`config.mk`:
```
export PLATFORM = sky130hd
export DESIGN_NAME = serial_bank_cfg
export DESIGN_NICKNAME = d
export VERILOG_FILES = /design/src/rtl/sercfg_pkg.sv /design/src/rtl/serial_loader.sv /design/src/rtl/bank_map.sv /design/src/rtl/serial_bank_cfg.sv
export SDC_FILE = /design/constraint.sdc
export NUM_CORES = 1
export LEC_CHECK = 0
export BUFFER_PORTS_ARGS = -buffer_cell sky130_fd_sc_hd__buf_2
export CORE_MARGIN = 8
export CORE_UTILIZATION = 48
export DETAILED_ROUTE_END_ITERATION = 10
export GPL_TIMING_DRIVEN = 0
export PLACE_DENSITY_LB_ADDON = 0.08
export SYNTH_ARGS = -nofsm -noshare
export SYNTH_HDL_FRONTEND = slang
export SYNTH_SLANG_ARGS = --single-unit
```
`constraint.sdc`:
```
create_clock -name clk -period 1.73 [get_ports clk]
set_input_delay 0.346 -clock clk [delete_from_list [all_inputs] [get_ports clk]]
set_output_delay 0.346 -clock clk [all_outputs]
set_load 0.02 [all_outputs]
```
`src/rtl/sercfg_pkg.sv`:
```
package sercfg_pkg;
    localparam int REG_W    = 5;
    localparam int NUM_REGS = 4;
    localparam int ADDR_W   = 16;
    localparam int DATA_W   = 8;
    localparam int PRG_W    = 4;
    localparam int SEL_W    = $clog2(NUM_REGS);
    localparam int CNT_W    = $clog2(REG_W + 1);
    localparam int STG_W    = REG_W - 1;
    localparam int IDX_W    = $clog2(STG_W);
    localparam int SEL_LSB  = 13;

    localparam logic [REG_W-1:0] CTRL_INIT = 5'h0C;

    typedef logic [REG_W-1:0]               cfg_reg_t;
    typedef cfg_reg_t [NUM_REGS-1:0]        cfg_bank_t;

    typedef struct packed {
        logic [STG_W-1:0] stage;
        logic [CNT_W-1:0] cnt;
        cfg_bank_t        regs;
    } loader_st_t;

    typedef enum logic [1:0] {
        MIR_ONE_LO = 2'd0,
        MIR_ONE_HI = 2'd1,
        MIR_VERT   = 2'd2,
        MIR_HORZ   = 2'd3
    } mirror_e;
endpackage

```
`src/rtl/serial_loader.sv`:
```
module serial_loader
    import sercfg_pkg::*;
(
    input  logic              clk,
    input  logic              rst_n,
    input  logic              wr_en,
    input  logic [ADDR_W-1:0] wr_addr,
    input  logic [DATA_W-1:0] wr_data,
    output cfg_bank_t         regs_o
);
    localparam logic [CNT_W-1:0] LAST_CNT = CNT_W'(REG_W - 1);

    loader_st_t st_d, st_q;
    logic       hit;
    logic [SEL_W-1:0] sel;

    assign hit = wr_en && wr_addr[ADDR_W-1];
    assign sel = wr_addr[SEL_LSB +: SEL_W];

    always_comb begin
        st_d = st_q;
        if (hit) begin
            if (wr_data[DATA_W-1]) begin
                st_d.stage   = '0;
                st_d.cnt     = '0;
                st_d.regs[0] = st_q.regs[0] | CTRL_INIT;
            end else if (st_q.cnt == LAST_CNT) begin
                st_d.regs[sel] = {wr_data[0], st_q.stage};
                st_d.stage     = '0;
                st_d.cnt       = '0;
            end else begin
                st_d.stage[st_q.cnt[IDX_W-1:0]] = wr_data[0];
                st_d.cnt = st_q.cnt + 1'b1;
            end
        end
    end

    always_ff @(posedge clk) begin
        if (!rst_n) begin
            st_q.stage <= '0;
            st_q.cnt   <= '0;
            for (int i = 0; i < NUM_REGS; i++)
                st_q.regs[i] <= (i == 0) ? CTRL_INIT : '0;
        end else begin
            st_q <= st_d;
        end
    end

    assign regs_o = st_q.regs;


    shift_step_chk: assert property (@(posedge clk) disable iff (!rst_n)
        (hit && !wr_data[DATA_W-1] && st_q.cnt != LAST_CNT)
        |=> (st_q.cnt == $past(st_q.cnt) + 1'b1) && $stable(st_q.regs));


    commit_clear_chk: assert property (@(posedge clk) disable iff (!rst_n)
        (hit && !wr_data[DATA_W-1] && st_q.cnt == LAST_CNT)
        |=> (st_q.cnt == '0) && (st_q.stage == '0));


    restart_chk: assert property (@(posedge clk) disable iff (!rst_n)
        (hit && wr_data[DATA_W-1])
        |=> (st_q.cnt == '0) && (st_q.regs[0][3:2] == 2'b11));


    ignore_chk: assert property (@(posedge clk) disable iff (!rst_n)
        !hit |=> $stable(st_q));
endmodule

```
`src/rtl/bank_map.sv`:
```
module bank_map
    import sercfg_pkg::*;
(
    input  logic             clk,
    input  logic             rst_n,
    input  cfg_bank_t        regs_i,
    output logic [PRG_W-1:0] prg_lo_o,
    output logic [PRG_W-1:0] prg_hi_o,
    output logic [REG_W-1:0] chr_lo_o,
    output logic [REG_W-1:0] chr_hi_o,
    output mirror_e          mirror_o
);
    localparam logic [PRG_W-1:0] FIXED_TOP = '1;

    cfg_reg_t         ctrl;
    logic [PRG_W-1:0] bank;

    assign ctrl = regs_i[0];
    assign bank = regs_i[3][PRG_W-1:0];

    always_comb begin
        if (!ctrl[3]) begin
            prg_lo_o = {bank[PRG_W-1:1], 1'b0};
            prg_hi_o = {bank[PRG_W-1:1], 1'b1};
        end else if (ctrl[2]) begin
            prg_lo_o = bank;
            prg_hi_o = FIXED_TOP;
        end else begin
            prg_lo_o = '0;
            prg_hi_o = bank;
        end

        if (ctrl[4]) begin
            chr_lo_o = regs_i[1];
            chr_hi_o = regs_i[2];
        end else begin
            chr_lo_o = {regs_i[1][REG_W-1:1], 1'b0};
            chr_hi_o = {regs_i[1][REG_W-1:1], 1'b1};
        end

        mirror_o = mirror_e'(ctrl[1:0]);
    end


    pair_mode_chk: assert property (@(posedge clk) disable iff (!rst_n)
        !regs_i[0][3] |-> (!prg_lo_o[0] && prg_hi_o[0]
                           && prg_lo_o[PRG_W-1:1] == prg_hi_o[PRG_W-1:1]));


    fixed_top_chk: assert property (@(posedge clk) disable iff (!rst_n)
        (regs_i[0][3] && regs_i[0][2]) |-> (prg_hi_o == FIXED_TOP));


    fixed_bottom_chk: assert property (@(posedge clk) disable iff (!rst_n)
        (regs_i[0][3] && !regs_i[0][2]) |-> (prg_lo_o == '0));
endmodule

```
`src/rtl/serial_bank_cfg.sv`:
```
module serial_bank_cfg
    import sercfg_pkg::*;
(
    input  logic              clk,
    input  logic              rst_n,
    input  logic              wr_en,
    input  logic [ADDR_W-1:0] wr_addr,
    input  logic [DATA_W-1:0] wr_data,
    output logic [PRG_W-1:0]  prg_lo,
    output logic [PRG_W-1:0]  prg_hi,
    output logic [REG_W-1:0]  chr_lo,
    output logic [REG_W-1:0]  chr_hi,
    output logic [1:0]        mirror
);
    cfg_bank_t regs;
    mirror_e   mir;

    serial_loader u_loader (
        .clk     (clk),
        .rst_n   (rst_n),
        .wr_en   (wr_en),
        .wr_addr (wr_addr),
        .wr_data (wr_data),
        .regs_o  (regs)
    );

    bank_map u_map (
        .clk      (clk),
        .rst_n    (rst_n),
        .regs_i   (regs),
        .prg_lo_o (prg_lo),
        .prg_hi_o (prg_hi),
        .chr_lo_o (chr_lo),
        .chr_hi_o (chr_hi),
        .mirror_o (mir)
    );

    assign mirror = mir;


    mirror_follow_chk: assert property (@(posedge clk) disable iff (!rst_n)
        mirror == regs[0][1:0]);
endmodule

```
==> results.yml <==
power_and_ir_drop:
  switching_power_mw: 0.224
  peakVddDrop_mv: 0.745
  p_seq_share_pct: 55.8
  sw_frac_of_total_pct: 20.7
  clkPwrFrac_pct: 37.8
  internal_power_mw: 0.861
  p_comb_share_pct: 6.4
  leakagePower_nw: 0.661
  p_per_area_nw_per_um2: 695
synthesis:
  synth.distinct_cells: 30
  synth_cells: 140
  syn_area_per_cell_um2: 9.40
  yosysTopAreaCell: "dfxtp_1"
  ys_seq_elements: 26
  synth_area_leaders: "dfxtp_1 (40%), mux2i_1 (15%), nand2_1 (7.7%), buf_4 (4.6%), ha_1 (3.8%)"
  synth_seq_area_share_pct: 39.5
  synthDominantCellAreaShare_pct: 39.5
  syn_nets: 171
  syn_area_um2: 1320
  synth_warnings: 0
clocking:
  cts_max_path_buffers: 2
  insertion_delay_ns: 0.32
  cts_max_level: 1
  cts_tree: "done"
  cts_num_sinks: 26
  cts-root-buf: "clkbuf_4"
  numCtsBuffers: 3
  cts.clk_slew.worst_paths_ns: 0.13
layout:
  antenna_cells: 0
  drive_gt1_share_pct: 29.8
  layout_commonest_cell: "nand2_1"
  final_nets: 203
  stdcell_count: 202
  synthToLayoutAreaGrowth_pct: 18.5
  final_cell_mix: "nand2_1 (26), dfxtp_1 (25), buf_2 (24)"
route:
  wl_per_cell_um: 13.6
  postRouteAntennaNets: 0
  remaining_drc_errors: 0
  vias: 1038
  drt_iter0_markers: 24
  drt_wl_total_um: 2750
  drt-pass1-iter-count: 4
  vias_per_cell: 5.14
global_routing:
  grt_first_pass_wirelength_um: 4660
  antenna_found_initial: 0
  track_usage_pct: 13.1
  grt-ovfl-total: 0
  grt_max_degree: 16
  grt_pass1_vias: 1053
placement:
  hpwl_um: 2100
  place_inst: 195
  gp_congestion: 0.819
  port_buffers: 24
critical_path:
  crit_arrival_ns: 1.27
  endpoint_kind: "primary output"
  timing.rr.start: "u_loader.st_q[20]"
  worst_ep_required_time_ns: 1.38
  crit_fanout: 7
  r2r_slack_ns: 0.15
  crit_path_start: "u_loader.regs_o[4]"
  endpoint: "chr_hi[2]"
  start_kind: "flop"
  r2r-end: "u_loader.regs_o[11]"
  criticalPathCategory: "reg2out"
  r2r_cells: 6
hold_path:
  hold_path_class: "in2reg"
  hold_start: "wr_data[0]"
timing:
  slew_viol_final: 0
  max_freq_mhz: 620
  maxSlewHeadroom_pct: 67.4
  rsz0062_at_grt: "false"
  fin_skew_ns: 0.0113
  tightest_slew_ns: 0.489
  hold_violations: 0
  fin_tns_setup_ns: 0
  fin_crit_sh_pct: 93.2
  period_needed_ns: 1.61
  setup_viol: 0
die:
  fp-row-count: 19
  dieArea_um2: 4670
  die_w_um: 68.4
  die_h_um: 68.4
  coreArea_um2: 2690
  start_util_pct: 49.0
  io_pins: 47
status:
  status: "finished, final reports clean"
job:
  cap_violations: 0
## per-layer routing
layer  wire, um  up-vias  GRT usage, %
met4         16        0          3.07
met2       1380       20          23.6
met5          0        -             0
li1           -      530             -
met1       1210      486          14.6
met3        150        2          3.93
## synthesized netlist by cell type, drive strengths merged
master	count
a21boi	1
o31ai	2
o22ai	1
nand4b	1
nor4	1
xnor2	1
mux2	4
nand4bb	1
ha	4
xor2	1
or2	1
clkbuf	4
dfxtp	26
nor3b	2
a21oi	4
and2	4
nor2	6
inv	4
nand3b	1
and3	1
nor3	3
nor4b	1
o21ai	1
buf	8
mux2i	20
nand2	27
nand3	4
nand2b	5
nand4	1
## power groups by stage
stage	Sequential [mW]	Combinational, mW	Clock [mW]
final	0.605	0.0694	0.410
after global routing	0.606	0.0773	0.452
after CTS	0.605	0.0695	0.424
after detailed placement	0.619	0.0690	0
after global placement	0.618	0.0674	0
after floorplan	0.618	0.0470	0
## critical path, stage by stage, from the launching register on
cell	delay, ns
dfxtp_2	0.43
mux2_2	0.36
buf_2	0.16
## registers in the layout, indices dropped and copies added (netlist names)
register / count
u_loader.regs_o: 19
u_loader.st_q: 7
## what timing repair did
item / CTS / global route
pin swaps: 1 / 1
hold endpoints to repair: 0 / 0
hold buffers: 0 / 0
buffers inserted: 2 / 2
setup endpoints to repair: 5 / 15
gates resized for setup: 0 / 3
## cell type report
type	instances	area [um2]
buffer	11	71.3
clock buffer	3	22.5
clock inverter	1	30.0
fill	242	1130
inverter	4	15.0
multi-input combinational	98	711
sequential	26	522
tap	31	38.8
timing repair buffer	28	150
## per-stage QoR
| stage | hold slack (ns) | util [%] | power (mW) | instance area, um2 | worst slack [ns] |
|---|---|---|---|---|---|
| 2_1_floorplan | 0.430 | - | 0.665 | 1320 | 0.241 |
| 3_3_place_gp | 0.439 | 54.9 | 0.686 | 1480 | 0.0630 |
| 3_5_place_dp | 0.443 | 54.9 | 0.687 | 1480 | 0.0247 |
| 4_1_cts | 0.292 | 57.3 | 1.10 | 1540 | 0.00230 |
| 5_1_grt | 0.297 | 58.1 | 1.14 | 1560 | 0.00999 |
| 6_report | 0.305 | 58.1 | 1.09 | 1560 | 0.118 |
## kinds of logic after synthesis
kind of cell	after synthesis	synth area share, %
AND/OR/NAND/NOR	59	25.8
flip-flops	26	39.5
multiplexers	24	18.6
buffers and inverters	16	6.84
AO/OA/AOI/OAI	9	4.09
adder cells (fa/ha/maj)	4	3.80
XOR/XNOR	2	1.33
## worst min-delay path by stage
stage / endpoint / depth (start not counted)
after floorplan: u_loader.regs_o[10] / 2
after global placement: u_loader.regs_o[13] / 2
after detailed placement: u_loader.regs_o[5] / 2
after CTS: u_loader.st_q[23] / 3
after global routing: u_loader.st_q[23] / 3
final: u_loader.st_q[23] / 3
(Power assumes the default switching activity.)
